--- src/rtl/mwt_pkg.sv ---
package mwt_pkg;
  localparam int SYS_AW   = 24;
  localparam int PG_SHIFT = 12;
  localparam int CARD_AW  = 26;
  localparam int SYS_PW   = SYS_AW - PG_SHIFT;   // host page bits
  localparam int CARD_PW  = CARD_AW - PG_SHIFT;  // card page bits
  localparam int SPAD_HI  = 15 - SYS_PW;         // pad in first-page high byte
  localparam int TPAD_HI  = 16 - SYS_PW;         // pad in last-page high byte
  localparam int OPAD_HI  = 15 - CARD_PW;        // pad in offset high byte

  typedef struct packed {
    logic [SYS_PW-1:0]  first;
    logic [SYS_PW-1:0]  last;
    logic [CARD_PW-1:0] off;
    logic               wide;
    logic               attr;
  } win_cfg_t;
endpackage

--- src/rtl/mwt_regfile.sv ---
module mwt_regfile
  import mwt_pkg::*;
#(
  parameter int         NUM_WIN = 5,
  parameter logic [7:0] BASE    = 8'h40
) (
  input  logic                      clk,
  input  logic                      rst,
  input  logic                      idx_wr,
  input  logic                      dat_wr,
  input  logic [7:0]                wdata,
  output logic [7:0]                rdata,
  output win_cfg_t [NUM_WIN-1:0]    cfg,
  output logic [NUM_WIN-1:0]        en
);
  localparam logic [5:0] EN_IDX = 6'h06;

  logic [7:0]         idx_q;
  logic [NUM_WIN-1:0] en_q;
  win_cfg_t           cfg_q [NUM_WIN];

  logic       ours;
  logic [5:0] loc;
  logic [2:0] wsel;
  logic       is_win;

  assign ours   = (idx_q[7:6] == BASE[7:6]);
  assign loc    = idx_q[5:0];
  assign wsel   = loc[5:3] - 3'd2;
  assign is_win = (loc[5:4] != 2'b00) && (int'(wsel) < NUM_WIN);

  always_ff @(posedge clk) begin
    if (rst)         idx_q <= '0;
    else if (idx_wr) idx_q <= wdata;
  end

  always_ff @(posedge clk) begin
    if (rst) en_q <= '0;
    else if (dat_wr && ours && loc == EN_IDX) en_q <= wdata[NUM_WIN-1:0];
  end

  for (genvar g = 0; g < NUM_WIN; g++) begin : g_win
    always_ff @(posedge clk) begin
      if (rst) begin
        cfg_q[g] <= '0;
      end else if (dat_wr && ours && is_win && int'(wsel) == g) begin
        case (loc[2:0])
          3'd0: cfg_q[g].first[7:0] <= wdata;
          3'd1: begin
            cfg_q[g].wide            <= wdata[7];
            cfg_q[g].first[SYS_PW-1:8] <= wdata[SYS_PW-9:0];
          end
          3'd2: cfg_q[g].last[7:0] <= wdata;
          3'd3: cfg_q[g].last[SYS_PW-1:8] <= wdata[SYS_PW-9:0];
          3'd4: cfg_q[g].off[7:0] <= wdata;
          3'd5: begin
            cfg_q[g].attr             <= wdata[6];
            cfg_q[g].off[CARD_PW-1:8] <= wdata[CARD_PW-9:0];
          end
          default: ;
        endcase
      end
    end
    assign cfg[g] = cfg_q[g];
  end

  logic [7:0] rd_next;
  win_cfg_t   rsel;

  always_comb begin
    rd_next = '0;
    rsel    = '0;
    if (ours) begin
      if (loc == EN_IDX) begin
        rd_next = {{(8-NUM_WIN){1'b0}}, en_q};
      end else if (is_win) begin
        for (int i = 0; i < NUM_WIN; i++)
          if (int'(wsel) == i) rsel = cfg_q[i];
        case (loc[2:0])
          3'd0: rd_next = rsel.first[7:0];
          3'd1: rd_next = {rsel.wide, {SPAD_HI{1'b0}}, rsel.first[SYS_PW-1:8]};
          3'd2: rd_next = rsel.last[7:0];
          3'd3: rd_next = {{TPAD_HI{1'b0}}, rsel.last[SYS_PW-1:8]};
          3'd4: rd_next = rsel.off[7:0];
          3'd5: rd_next = {{OPAD_HI{1'b0}}, rsel.attr, rsel.off[CARD_PW-1:8]};
          default: rd_next = '0;
        endcase
      end
    end
  end

  always_ff @(posedge clk) begin
    if (rst) rdata <= '0;
    else     rdata <= rd_next;
  end

  assign en = en_q;
endmodule

--- src/rtl/mwt_match.sv ---
module mwt_match
  import mwt_pkg::*;
#(
  parameter int NUM_WIN = 5
) (
  input  logic [SYS_PW-1:0]       page,
  input  win_cfg_t [NUM_WIN-1:0]  cfg,
  input  logic [NUM_WIN-1:0]      en,
  output logic                    found,
  output win_cfg_t                pick
);
  logic [NUM_WIN-1:0] m;

  for (genvar g = 0; g < NUM_WIN; g++) begin : g_cmp
    assign m[g] = en[g] && (page >= cfg[g].first) && (page <= cfg[g].last);
  end

  // Scan downward so the lowest matching window is applied last.
  always_comb begin
    found = 1'b0;
    pick  = '0;
    for (int i = NUM_WIN - 1; i >= 0; i--) begin
      if (m[i]) begin
        found = 1'b1;
        pick  = cfg[i];
      end
    end
  end
endmodule

--- src/rtl/mwin_xlate.sv ---
module mwin_xlate
  import mwt_pkg::*;
#(
  parameter int NUM_WIN = 5,
  parameter int CHIP_ID = 0,
  parameter int SOCK_ID = 1
) (
  input  logic               clk,
  input  logic               rst,
  input  logic               idx_wr,
  input  logic               dat_wr,
  input  logic [7:0]         host_wdata,
  output logic [7:0]         host_rdata,
  input  logic               acc_valid,
  input  logic [SYS_AW-1:0]  acc_addr,
  output logic               hit,
  output logic [CARD_AW-1:0] card_addr,
  output logic               attr_sel,
  output logic               wide_sel
);
  localparam logic [7:0] BASE = 8'((CHIP_ID << 7) | (SOCK_ID << 6));

  win_cfg_t [NUM_WIN-1:0] cfg;
  logic [NUM_WIN-1:0]     en;
  logic                   found;
  win_cfg_t               pick;
  logic [CARD_PW-1:0]     cpage;

  mwt_regfile #(.NUM_WIN(NUM_WIN), .BASE(BASE)) u_regs (
    .clk(clk), .rst(rst), .idx_wr(idx_wr), .dat_wr(dat_wr),
    .wdata(host_wdata), .rdata(host_rdata), .cfg(cfg), .en(en)
  );

  mwt_match #(.NUM_WIN(NUM_WIN)) u_match (
    .page(acc_addr[SYS_AW-1:PG_SHIFT]), .cfg(cfg), .en(en),
    .found(found), .pick(pick)
  );

  // Sum truncates to the card page width: wrap modulo card space.
  assign cpage = CARD_PW'({{(CARD_PW-SYS_PW){1'b0}}, acc_addr[SYS_AW-1:PG_SHIFT]} + pick.off);

  always_ff @(posedge clk) begin
    if (rst || !(acc_valid && found)) begin
      hit       <= 1'b0;
      card_addr <= '0;
      attr_sel  <= 1'b0;
      wide_sel  <= 1'b0;
    end else begin
      hit       <= 1'b1;
      card_addr <= {cpage, acc_addr[PG_SHIFT-1:0]};
      attr_sel  <= pick.attr;
      wide_sel  <= pick.wide;
    end
  end
endmodule

--- config.mk ---
export PLATFORM = sky130hd
export DESIGN_NAME = mwin_xlate
export DESIGN_NICKNAME = d
export VERILOG_FILES = /design/src/rtl/mwt_pkg.sv /design/src/rtl/mwt_regfile.sv /design/src/rtl/mwt_match.sv /design/src/rtl/mwin_xlate.sv
export SDC_FILE = /design/constraint.sdc
export NUM_CORES = 1
export LEC_CHECK = 0
export BUFFER_PORTS_ARGS = -buffer_cell sky130_fd_sc_hd__clkbuf_2
export CORE_MARGIN = 2
export CORE_UTILIZATION = 33
export CTS_BUF_LIST = sky130_fd_sc_hd__clkbuf_4
export DETAILED_ROUTE_END_ITERATION = 7
export PLACE_DENSITY = 0.53
export SLEW_MARGIN = 20
export SYNTH_ARGS = -nofsm -noshare
export SYNTH_HDL_FRONTEND = slang
export SYNTH_HIERARCHICAL = 1
export SYNTH_SLANG_ARGS = --single-unit
--- constraint.sdc ---
create_clock -name clk -period 5.61 [get_ports clk]
set_clock_uncertainty 0.15 [all_clocks]
set_input_delay 0.561 -clock clk [delete_from_list [all_inputs] [get_ports clk]]
set_output_delay 0.561 -clock clk [all_outputs]
set_load 0.03 [all_outputs]
# Yosys cells after proc, flatten, opt, wreduce, memory -nomap -nowiden
# Memories as Yosys holds them, arrays and structs flattened.
# Index checks and enable logic that the tools add are counted.
# word_totals
regBits,50
ram_bits,200
output_inout_bits,37
n_memories,1
# classes
add_sub_neg,2
n_lt_le_gt_ge,11
n_eq_ne,11
mux,157
bitwise_logic,42
reduce_logical,27
# mem_list
memory,depth,word_bits,read_ports,rd_clocked_by_memory_dff,wr,line_no,rtl
u_regs.cfg_q,5,40,5,0,5,mwt_regfile.sv:20,win_cfg_t cfg_q [NUM_WIN];
# ops
operator,count
two-way mux 40 bit,5
two-way mux 8 bit,15
two-way mux 1 bit,114
two-way mux 16 bit,5
>= comparator 12 bit,5
<= comparator 12 bit,5
case mux 8 bit (6 select lines),1
two-way mux 4 bit,10
bitwise OR 1 bit,40
two-way mux 6 bit,5
logical AND 1 bit,20
"equality test 3 bit, second input constant",5
adder 12 x 14 -> 14 bit,1
two-way mux 5 bit,2
"equality test 3 x 2 -> 1 bit, second input constant",3
"equality test 6 x 3 -> 1 bit, second input constant",1
logical NOT 3 bit,2
OR reduction 4 bit,1
"equality test 3 x 1 -> 1 bit, second input constant",1
"less-than comparator 3 bit, second input constant",1
"subtractor 3 x 2 -> 3 bit, second input constant",1
"equality test 2 x 1 -> 1 bit, second input constant",1
inverter 1 bit,2
nonzero test 2 bit,1
other kinds (3),3

# Depth between registers and ports, before layout
# An unclocked memory read counts as a cell.
# depth
depth_word,13
ltp_mapped,19

# Modules after synthesis
# The synthesis kept the hierarchy.
# by_module_without_submodules
mod,n_inst,cells_each,area_each_um2,seq_area_each_um2
mwt_regfile,1,829,10440.0,6426.2
mwt_match,1,779,5469.0,0.0
mwin_xlate,1,147,1406.3,580.6

# Least setup slack after synthesis
# Ideal clock, no wire load.
# synth_path
path_kind,input to register
startpoint,input acc_addr[12]
endpoint,register card_addr[22]
setup_time_ps,72
arrival_time_ps,3972
required_ps,5388
setup_slack_ps,1416
path_stages,19
path_buffers,2
cell_sequence,inv_1 -> ha_1 -> nand2b_1 -> a2111oi_0 -> o41ai_1 -> o21ai_1 -> or2_1 -> clkbuf_1 -> clkbuf_1 -> a31oi_1 -> o221ai_1 -> ha_1 -> inv_1 -> fa_1 -> nor2b_4 -> o31a_4 -> o21ai_1 -> a21boi_0 -> mux2i_1
# synth_rtl
element,line_no,rtl
"start, declared",mwin_xlate.sv:15,"input logic [SYS_AW-1:0] acc_addr,"
"end signal, assigned",mwin_xlate.sv:50,"card_addr <= {cpage, acc_addr[PG_SHIFT-1:0]};"
"end, declared",mwin_xlate.sv:17,"output logic [CARD_AW-1:0] card_addr,"

==> impl_results.md <==
- Status: finished clean
- Most frequent cells in the layout: edfxtp_1, ha_1, and2_1, inv_1, clkbuf_4
- Leak: approximately 7.5 nW
- Worst Setup End Kind: register
- Final HPWL DP: 40.0 mm
- Drt pass-1 iters: 6
- Vias per cell: 5.68
- Initial cell density of the core: around a third
- PwrDens: roughly 250 nW/um^2
- Final net count: 1813
- Core area: roughly 48000 um^2
- CP arrival: roughly 5000 ps
- Die area: ~50000 um^2
- Final Setup Violations: 0
- Max Freq: between 200 and 250 MHz
- Netlist Area Pre-Place: 15800 um^2
- Unrepaired setup endpoints after global routing: no
- CP cell instances: inv_1 > ha_1 > a21oi_2 > o21ai_1 > a2111o_1 > o21a_1 > or2_1 > a211o_1 > o221ai_1 > ha_1 > inv_1 > fa_1 > nor2b_4 > o31a_4 > o21ai_1 > a21boi_0 > mux2i_1
- Largest net degree at the start of global routing: 37
- Vias in the first global route: between 10000 and 15000
- Number of buffers created by CTS: 71
- Crit-path slowest cell: or2_1
- Post-CTS setup buffers: 0
- Worst hold path class: in -> reg
- GRT Total Usage: a little under a quarter
- Worst-skew pair later-pin latency: approximately 800 ps
- Hold Violations, Final: 0
- Register clock-pin slew on the reported worst setup and hold paths: around 70 ps
- Synth Instances: 1558
- Type of origin of the critical path: register
- Die height: ~220 um
- First-pass GRT wire length: approximately 85 mm
- Root buffer cell: clkbuf_4
- # IOs: 74
- Worst Path Required: just over 6000 ps
- Die width: about 220 um
- Drc violations: 0
- Critical path's largest stage delay: 490 ps
- Number of cell rows: 80
- Initial antenna violation count: 4
- Number of fill cells: roughly 4700
- Syn nets: roughly 1700
- Min cycle time layout: 4490 ps
- RePlAce Congestion: 0.938
- Headroom to the max-slew limit: about 27%
- Wire length per cell: about 25 um
- GR Overflow Total: 0
- CTS sink count: 250
- First DRT Iteration DRCs: between 1000 and 1500
- Fraction of layout cells with a size suffix above 1: roughly 16%
- Period utilization: 80.1%
- Most common cell after layout, fill and taps aside: edfxtp_1
- Peak supply drop: about 120 uV
- CTS H-tree lvls: 3
- Number of I/O port buffers: 73
- Critical path class: reg -> reg
- Hold Buf Count CTS: 13
- Setup_tns: 0 ps
- Worst Tran Pin Value: between 1000 and 1500 ps
- Clock buffer depth: 3
- Resized Gates After CTS: 0
- Via count: between 10000 and 15000
- Post-route cell area: around 18000 um^2
- Crit Path Max Fanout: 14
- Yosys warning count: 6
- ANT nets after route: 0
- Slew Limit Fails: 0
- Area grow syn2layout: 12.5%
- CTS tree: yes
- Post-Route WL: roughly 58 mm
- Max-cap violations: 0
- DP Area: between 15000 and 20000 um^2
- Power Total: approximately 4.4 mW
- Mean Syn Cell Area: a little over 10 um^2
==> cell type report <==
cell class                 count  area [um^2]  share of cell area [%]
multi-input combinational   1071         7900                    44.3
sequential                   250         7010                    39.3
timing repair buffer         125          788                    4.42
tap                          615          769                    4.32
clock buffer                 101          758                    4.25
inverter                     122          458                    2.57
clock inverter                23          140                   0.786
antenna                        2         5.00                  0.0281
==> critical path, delay by kind of cell (launching register included) <==
family	cells	cell delay [ps]
compound gates	9	1960
fa+ha+maj	3	960
buf+inv	2	110
flops	1	360
mux	1	220
simple gates	2	650
==> sequential cells by signal (all words and copies together), names as in the netlist <==
signal        count
u_regs/rdata      8
u_regs/idx_q      8
hit               1
u_regs/en         5
card_addr        26
attr_sel          1
wide_sel          1
u_regs/cfg_q    200
==> worst paths after layout <==
path                        from              end  slack [ps]  cells after the start
max reg2reg  u_regs/cfg_q[3][25]    card_addr[22]        1120                     17
max          u_regs/cfg_q[3][25]    card_addr[22]        1120                     17
min reg2reg      u_regs/idx_q[6]  u_regs/idx_q[6]         380                      2
min                       idx_wr  u_regs/idx_q[4]         100                      3
==> stage by stage <==
stage,util (%),cells,hold WS (ps),setup WS [ps]
final,37.5,2309,104,1120
after global routing,37.5,2308,83.0,796
after CTS,37.5,2307,45.6,1110
after detailed placement,35.3,2170,361,571
after global placement,35.3,2170,332,638
after floorplan,-,1558,293,1520
==> metal layers <==
metal / vias up / share of wire [%] / GRT usage (%)
li1: 5923 / - / -
met1: 6328 / 43 / 31.0
met2: 698 / 44 / 35.6
met3: 156 / 8.4 / 4.87
met4: 0 / 4.9 / 12.7
met5: - / 0 / 0
==> where the power goes <==
part | switching [mW] | internal [mW] | total (mW)
Clock | 0.832 | 0.918 | 1.75
Combinational | 0.395 | 0.187 | 0.582
Sequential | 0.0492 | 2.05 | 2.10
(Power assumes the default switching activity.)
